--- src/rtl/simdLdStructDec_pkg.sv ---
`timescale 1ns/1ps
package simdLdStructDec_pkg;
  localparam int INSN_W   = 32;
  localparam int REG_W    = 5;
  localparam int RT_LSB   = 0;
  localparam int RN_LSB   = 5;
  localparam int SIZE_LSB = 10;
  localparam int S_POS    = 12;
  localparam int OPC_LSB  = 13;
  localparam int RM_LSB   = 16;
  localparam int R_POS    = 21;
  localparam int L_POS    = 22;
  localparam int FORM_POS = 23;
  localparam int Q_POS    = 30;
  localparam int MAX_ELEMS = 4;
  localparam int CNT_W    = $clog2(MAX_ELEMS + 1);
  localparam int LANE_W   = 4;
  localparam int DSIZE_W  = 8;
  localparam int ESIZE_W  = 7;
  localparam int EBYTES_W = 4;

  typedef enum logic [2:0] {
    LANE_BYTE  = 3'd0,
    LANE_HALF  = 3'd1,
    LANE_WORD  = 3'd2,
    LANE_DWORD = 3'd3,
    LANE_NONE  = 3'd4
  } laneKind_e;

  typedef struct packed {
    logic       replicate;
    logic       undef;
    logic       writeBack;
    logic [1:0] effScale;
    laneKind_e  laneKind;
  } ctrlStrb_t;
endpackage

--- src/rtl/simdLdStructDec_ctrl.sv ---
`timescale 1ns/1ps
module simdLdStructDec_ctrl
  import simdLdStructDec_pkg::*;
(
  input  logic [1:0] rawScale,
  input  logic [1:0] sizeFld,
  input  logic       lBit,
  input  logic       sBit,
  input  logic       formBit,
  output ctrlStrb_t  strb
);
  logic       repNow;
  logic       undefNow;
  logic [1:0] scaleNow;
  laneKind_e  kindNow;

  always_comb begin
    repNow   = 1'b0;
    undefNow = 1'b0;
    scaleNow = rawScale;
    kindNow  = LANE_NONE;
    unique case (rawScale)
      2'b00: kindNow = LANE_BYTE;
      2'b01: begin
        kindNow  = LANE_HALF;
        undefNow = sizeFld[0];
      end
      2'b10: begin
        if (sizeFld[0]) begin
          kindNow  = LANE_DWORD;
          scaleNow = 2'b11;
          undefNow = sizeFld[1] | sBit;
        end else begin
          kindNow  = LANE_WORD;
          undefNow = sizeFld[1];
        end
      end
      default: begin
        kindNow  = LANE_NONE;
        scaleNow = sizeFld;
        if (!lBit || sBit) undefNow = 1'b1;
        else repNow = 1'b1;
      end
    endcase
  end

  always_comb begin
    strb.replicate = repNow & ~undefNow;
    strb.undef     = undefNow;
    strb.writeBack = formBit & ~undefNow;
    strb.effScale  = scaleNow;
    strb.laneKind  = kindNow;
  end
endmodule

--- src/rtl/simdLdStructDec_dp.sv ---
`timescale 1ns/1ps
module simdLdStructDec_dp
  import simdLdStructDec_pkg::*;
#(
  parameter int NUM_ELEMS = MAX_ELEMS,
  parameter int RW        = REG_W
) (
  input  ctrlStrb_t              strb,
  input  logic [RW-1:0]          tgtReg,
  input  logic [RW-1:0]          baseReg,
  input  logic [RW-1:0]          rawOffReg,
  input  logic                   formBit,
  input  logic                   qBit,
  input  logic                   sBit,
  input  logic                   rBit,
  input  logic                   opcLow,
  input  logic [1:0]             sizeFld,
  output logic [RW-1:0]          offReg,
  output logic [CNT_W-1:0]       elemCount,
  output logic [LANE_W-1:0]      laneIdx,
  output logic [DSIZE_W-1:0]     dataSize,
  output logic [ESIZE_W-1:0]     elemSize,
  output logic [EBYTES_W-1:0]    elemBytes,
  output logic                   tagCheck,
  output logic [NUM_ELEMS*RW-1:0] regList,
  output logic [NUM_ELEMS-1:0]   regMask
);
  localparam logic [RW-1:0] LAST_REG = {RW{1'b1}};

  always_comb begin
    if (strb.undef) begin
      laneIdx = '0;
    end else begin
      unique case (strb.laneKind)
        LANE_BYTE:  laneIdx = {qBit, sBit, sizeFld};
        LANE_HALF:  laneIdx = {1'b0, qBit, sBit, sizeFld[1]};
        LANE_WORD:  laneIdx = {2'b00, qBit, sBit};
        LANE_DWORD: laneIdx = {3'b000, qBit};
        default:    laneIdx = '0;
      endcase
    end
  end

  assign elemCount = CNT_W'({opcLow, rBit}) + CNT_W'(1);
  assign dataSize  = DSIZE_W'(64) << qBit;
  assign elemSize  = ESIZE_W'(8) << strb.effScale;
  assign elemBytes = EBYTES_W'(1) << strb.effScale;
  assign tagCheck  = formBit | (baseReg != LAST_REG);
  assign offReg    = formBit ? rawOffReg : '0;

  for (genvar k = 0; k < NUM_ELEMS; k++) begin : g_regs
    assign regList[k*RW +: RW] = tgtReg + RW'(k);
    assign regMask[k]          = (CNT_W'(k) < elemCount);
  end
endmodule

--- src/rtl/simdLdStructDec.sv ---
`timescale 1ns/1ps
module simdLdStructDec
  import simdLdStructDec_pkg::*;
(
  input  logic [INSN_W-1:0]          instrWord,
  output logic [REG_W-1:0]           tgtReg,
  output logic [REG_W-1:0]           baseReg,
  output logic [REG_W-1:0]           offReg,
  output logic                       qBit,
  output logic                       lBit,
  output logic                       rBit,
  output logic                       sBit,
  output logic [2:0]                 opcode,
  output logic [1:0]                 sizeFld,
  output logic [1:0]                 effScale,
  output logic [CNT_W-1:0]           elemCount,
  output logic [LANE_W-1:0]          laneIdx,
  output logic                       replicate,
  output logic [DSIZE_W-1:0]         dataSize,
  output logic [ESIZE_W-1:0]         elemSize,
  output logic [EBYTES_W-1:0]        elemBytes,
  output logic                       writeBack,
  output logic                       tagCheck,
  output logic                       undef,
  output logic [MAX_ELEMS*REG_W-1:0] regList,
  output logic [MAX_ELEMS-1:0]       regMask
);
  ctrlStrb_t strb;
  logic      formBit;
  logic      unusedFixedBits;

  assign tgtReg  = instrWord[RT_LSB +: REG_W];
  assign baseReg = instrWord[RN_LSB +: REG_W];
  assign sizeFld = instrWord[SIZE_LSB +: 2];
  assign sBit    = instrWord[S_POS];
  assign opcode  = instrWord[OPC_LSB +: 3];
  assign rBit    = instrWord[R_POS];
  assign lBit    = instrWord[L_POS];
  assign formBit = instrWord[FORM_POS];
  assign qBit    = instrWord[Q_POS];
  assign unusedFixedBits = ^{instrWord[31], instrWord[29:24]};

  simdLdStructDec_ctrl u_ctrl (
    .rawScale (opcode[2:1]),
    .sizeFld  (sizeFld),
    .lBit     (lBit),
    .sBit     (sBit),
    .formBit  (formBit),
    .strb     (strb)
  );

  simdLdStructDec_dp #(.NUM_ELEMS(MAX_ELEMS), .RW(REG_W)) u_dp (
    .strb      (strb),
    .tgtReg    (tgtReg),
    .baseReg   (baseReg),
    .rawOffReg (instrWord[RM_LSB +: REG_W]),
    .formBit   (formBit),
    .qBit      (qBit),
    .sBit      (sBit),
    .rBit      (rBit),
    .opcLow    (opcode[0]),
    .sizeFld   (sizeFld),
    .offReg    (offReg),
    .elemCount (elemCount),
    .laneIdx   (laneIdx),
    .dataSize  (dataSize),
    .elemSize  (elemSize),
    .elemBytes (elemBytes),
    .tagCheck  (tagCheck),
    .regList   (regList),
    .regMask   (regMask)
  );

  assign effScale  = strb.effScale;
  assign replicate = strb.replicate;
  assign writeBack = strb.writeBack;
  assign undef     = strb.undef;
endmodule

--- config.mk ---
export PLATFORM = sky130hd
export DESIGN_NAME = simdLdStructDec
export DESIGN_NICKNAME = d
export VERILOG_FILES = /design/src/rtl/simdLdStructDec_pkg.sv /design/src/rtl/simdLdStructDec_ctrl.sv /design/src/rtl/simdLdStructDec_dp.sv /design/src/rtl/simdLdStructDec.sv
export SDC_FILE = /design/constraint.sdc
export NUM_CORES = 1
export LEC_CHECK = 0
export ABC_CLOCK_PERIOD_IN_PS = 800
export BUFFER_PORTS_ARGS = -buffer_cell sky130_fd_sc_hd__buf_2
export CAP_MARGIN = 20
export CORE_ASPECT_RATIO = 0.5
export CORE_MARGIN = 3
export CORE_UTILIZATION = 29
export DETAILED_ROUTE_END_ITERATION = 12
export PLACE_DENSITY_LB_ADDON = 0.25
export SLEW_MARGIN = 0
export SYNTH_ARGS = -nofsm -noshare
export SYNTH_HDL_FRONTEND = slang
export SYNTH_SLANG_ARGS = --single-unit
export TNS_END_PERCENT = 5
--- constraint.sdc ---
create_clock -name vclk -period 0.8
set_input_delay 0.08 -clock vclk [all_inputs]
set_output_delay 0.08 -clock vclk [all_outputs]
set_load 0.02 [all_outputs]
==> summary.md <==
| Metric | Value |
|---|---|
| Crit path arrival time | 0.91 ns |
| Largest family of logic cells by synthesized area | buffers and inverters |
| Post-synthesis xor/xnor area fraction | around 8.7% |
| CLK BUF | 0 |
| NetSw | about 0.00065 W |
| Hpwl dp | just over 2 mm |
| Synth Area in Adders | a little over a tenth |
| Finished Layout Cells | roughly 230 |
| Hold buffers post-CTS | 0 |
| Int Power | about 0.00054 W |
| Pre-antenna DRT Iters | 4 |
| Filler cells | just over 200 |
| Cell count after synthesis | 110 |
| Final setup fails | 21 |
| Sequential cell count | 0 |
| Post-Syn Area per Cell | approximately 7.3 um^2 |
| Die Y | about 43 um |
| Cell mode on critical path | nor3_4 |
| Seq/Total Area, Yosys | 0% |
| Cell depth of the worst hold path | 2 |
| Crit path time final | about 0.99 ns |
| Core area | between 2000 and 2500 um^2 |
| RSZ-0062 raised after global routing | true |
| Worst vdd ir | 0.4000 mV |
| Post-Place Cells | between 200 and 250 |
| Die area | roughly 3500 um^2 |
| Setup crit end kind | output pin |
| Via count of the first global-routing pass | roughly 770 |
| DR iter-0 viols | 9 |
| Switching share of power | 54.94% |
| Area delta synth->final | 96.58% |
| CP required | between 0.7 and 0.8 ns |
| Share of the core filled with cells | between 60% and 70% |
| Critical path peak fanout | 5 |
| Chip Width | 80.49 um |
| Synth Area in Simple Gates | between 20% and 30% |
| Hold path endpoint | baseReg[0] |
| Status | complete, but fails checks |
| Vias per Instance | 3.987 |
| Final instance area | between 1500 and 2000 um^2 |
| Initial Util | roughly 33% |
| Clock share of power | 0% |
| Global-route wire length before repair | approximately 3.5 mm |
| Share of cells above drive strength 1 | 76.65% |
| Pwr Density | around 750 nW/um^2 |
| Worst path max stage delay | 0.34 ns |
| Fmax achieved | between 1000 and 1500 MHz |
| Ys Warns | 0 |
| Setup slack after layout | -0.1929 ns |
| Synth Cell Area | about 800 um^2 |
| Antenna violations before repair | 0 |
| Reg area | 0 um^2 |
| Hold Path Origin | instrWord[5] |
| Routed WL | about 2.6 mm |
| I/O Buffers | between 90 and 100 |
| Crit path kind | in -> out |
| Grt ovf | 0 |
| Area after DPL | between 1000 and 1500 um^2 |
| Slowest-stage cell, CP | and4b_4 |
| Total track usage | ~12% |
| Compound-Gate Fraction of Synth Area | 8.398% |
| Cell variety after synth | 29 |
| Lkg Pwr | between 0.8 and 0.9 nW |
| Combinational share of power | 100.0% |
| Max Transition Viols Final | 0 |
| CP Cell Sequence | buf_8, and4b_4, nor3_4, nor3_4, buf_6 |
| Hold Crit Class | in -> out |
| Row cnt | 12 |
| Violated checks | negative setup slack |
| Total power | 0.001191 W |
| ANT cells | 0 |
| Via count | ~930 |
| Multi-input logic area | about 620 um^2 |
| Ports | 112 |
| Maximum Capacitance Violations | 0 |
| Seq pwr share | 0% |
| Fin crit share | 124.1% |
| WL per Instance | 11.07 um |
| Routability Congestion | between 0.6 and 0.7 |
| Final hold slack | 0.3900 ns |
| Mux share of post-synthesis cell area | around 1.2% |
| Crit start category | input pin |
| Final #Nets | ~240 |
| Antenna-violating nets left | 0 |
| Final Hold Viols | 0 |
| DRC violation count after routing | 0 |
| Largest net degree at the start of global routing | 10 |
## cells in the final DEF, fill, tap and decap left out, drive strengths merged
cell type | Yosys | layout
a211oi | 1 | 1
and2 | 7 | 7
ha | 7 | 7
inv | 11 | 11
a21oi | 3 | 3
nand2 | 4 | 4
buf | 44 | 122
mux2i | 1 | 1
bufbuf | 0 | 1
conb | 1 | 9
a31oi | 1 | 1
nor2b | 2 | 2
and3b | 2 | 2
nor2 | 5 | 5
nor3 | 3 | 3
xor2 | 3 | 3
xnor2 | 5 | 5
a32oi | 1 | 1
nand3 | 3 | 3
and4b | 2 | 2
o32ai | 1 | 1
nor3b | 1 | 1
o21ai | 1 | 1
a21boi | 1 | 1
## area by class of cell
cell class / instances / area share [%]
inverter: 11 / 2.769
multi-input combinational: 63 / 38.92
tap: 35 / 2.769
timing repair buffer: 123 / 55.54
## metrics by stage
step                TNS (ns)  setup WS, ns
detailed placement    -3.866       -0.2844
global placement      -3.645       -0.2310
CTS                   -1.734       -0.2072
floorplan             -1.493       -0.1554
finish                -1.743       -0.1929
global route          -2.530       -0.2287
## Yosys cell counts, types with 2 or more instances
master	instances	area share [%]
inv_1	11	5.1
and3b_1	2	2.2
xnor2_1	5	5.4
nand3_1	3	1.9
buf_4	42	39
ha_1	7	11
xor2_1	3	3.3
and2_1	7	5.4
a21oi_1	3	1.9
nand2_1	4	1.9
nor2_1	5	2.3
## per-layer routing
metal | GRT usage (%) | vias to the layer above | share of wire, %
li1 | - | 475 | -
met1 | 13.10 | 406 | 35
met2 | 26.48 | 44 | 56
met3 | 0.6356 | 0 | 8.9
met4 | 0 | 0 | 0
met5 | 0 | - | 0
## kinds of logic after synthesis
kind of cell / after synthesis
AND/OR/NAND/NOR: 29
XOR/XNOR: 8
AO/OA/AOI/OAI: 9
other: 1
buffers and inverters: 55
multiplexers: 1
adder cells (fa/ha/maj): 7
## power groups by stage
stage,Sequential (W),Clock (W),Combinational [W]
floorplan,0,0,0.000747
global placement,0,0,0.000981
detailed placement,0,0,0.000988
CTS,0,0,0.00114
global route,0,0,0.00127
finish,0,0,0.00119
## repair_timing
item / in CTS / in global routing
resized for setup: 60 / 16
buffers inserted: 1 / 0
hold endpoints to repair: 0 / 0
pin swaps: 12 / 1
gates cloned: 1 / 0
setup endpoints to repair: 27 / 26
## critical path, delay by kind of cell
family / cells / cell delay [ns]
simple gates: 3 / 0.59
buf+inv: 2 / 0.25
## how the worst max path moves through the flow
stage             startpoint     endpoint  slack, ns
2_1_floorplan  instrWord[15]  elemSize[5]      -0.16
3_3_place_gp   instrWord[14]   laneIdx[2]      -0.23
3_5_place_dp   instrWord[14]   laneIdx[2]      -0.28
4_1_cts        instrWord[12]   laneIdx[2]      -0.21
5_1_grt        instrWord[12]   laneIdx[2]      -0.23
6_report       instrWord[12]   laneIdx[2]      -0.19
Power figures use the tool's default switching activity.
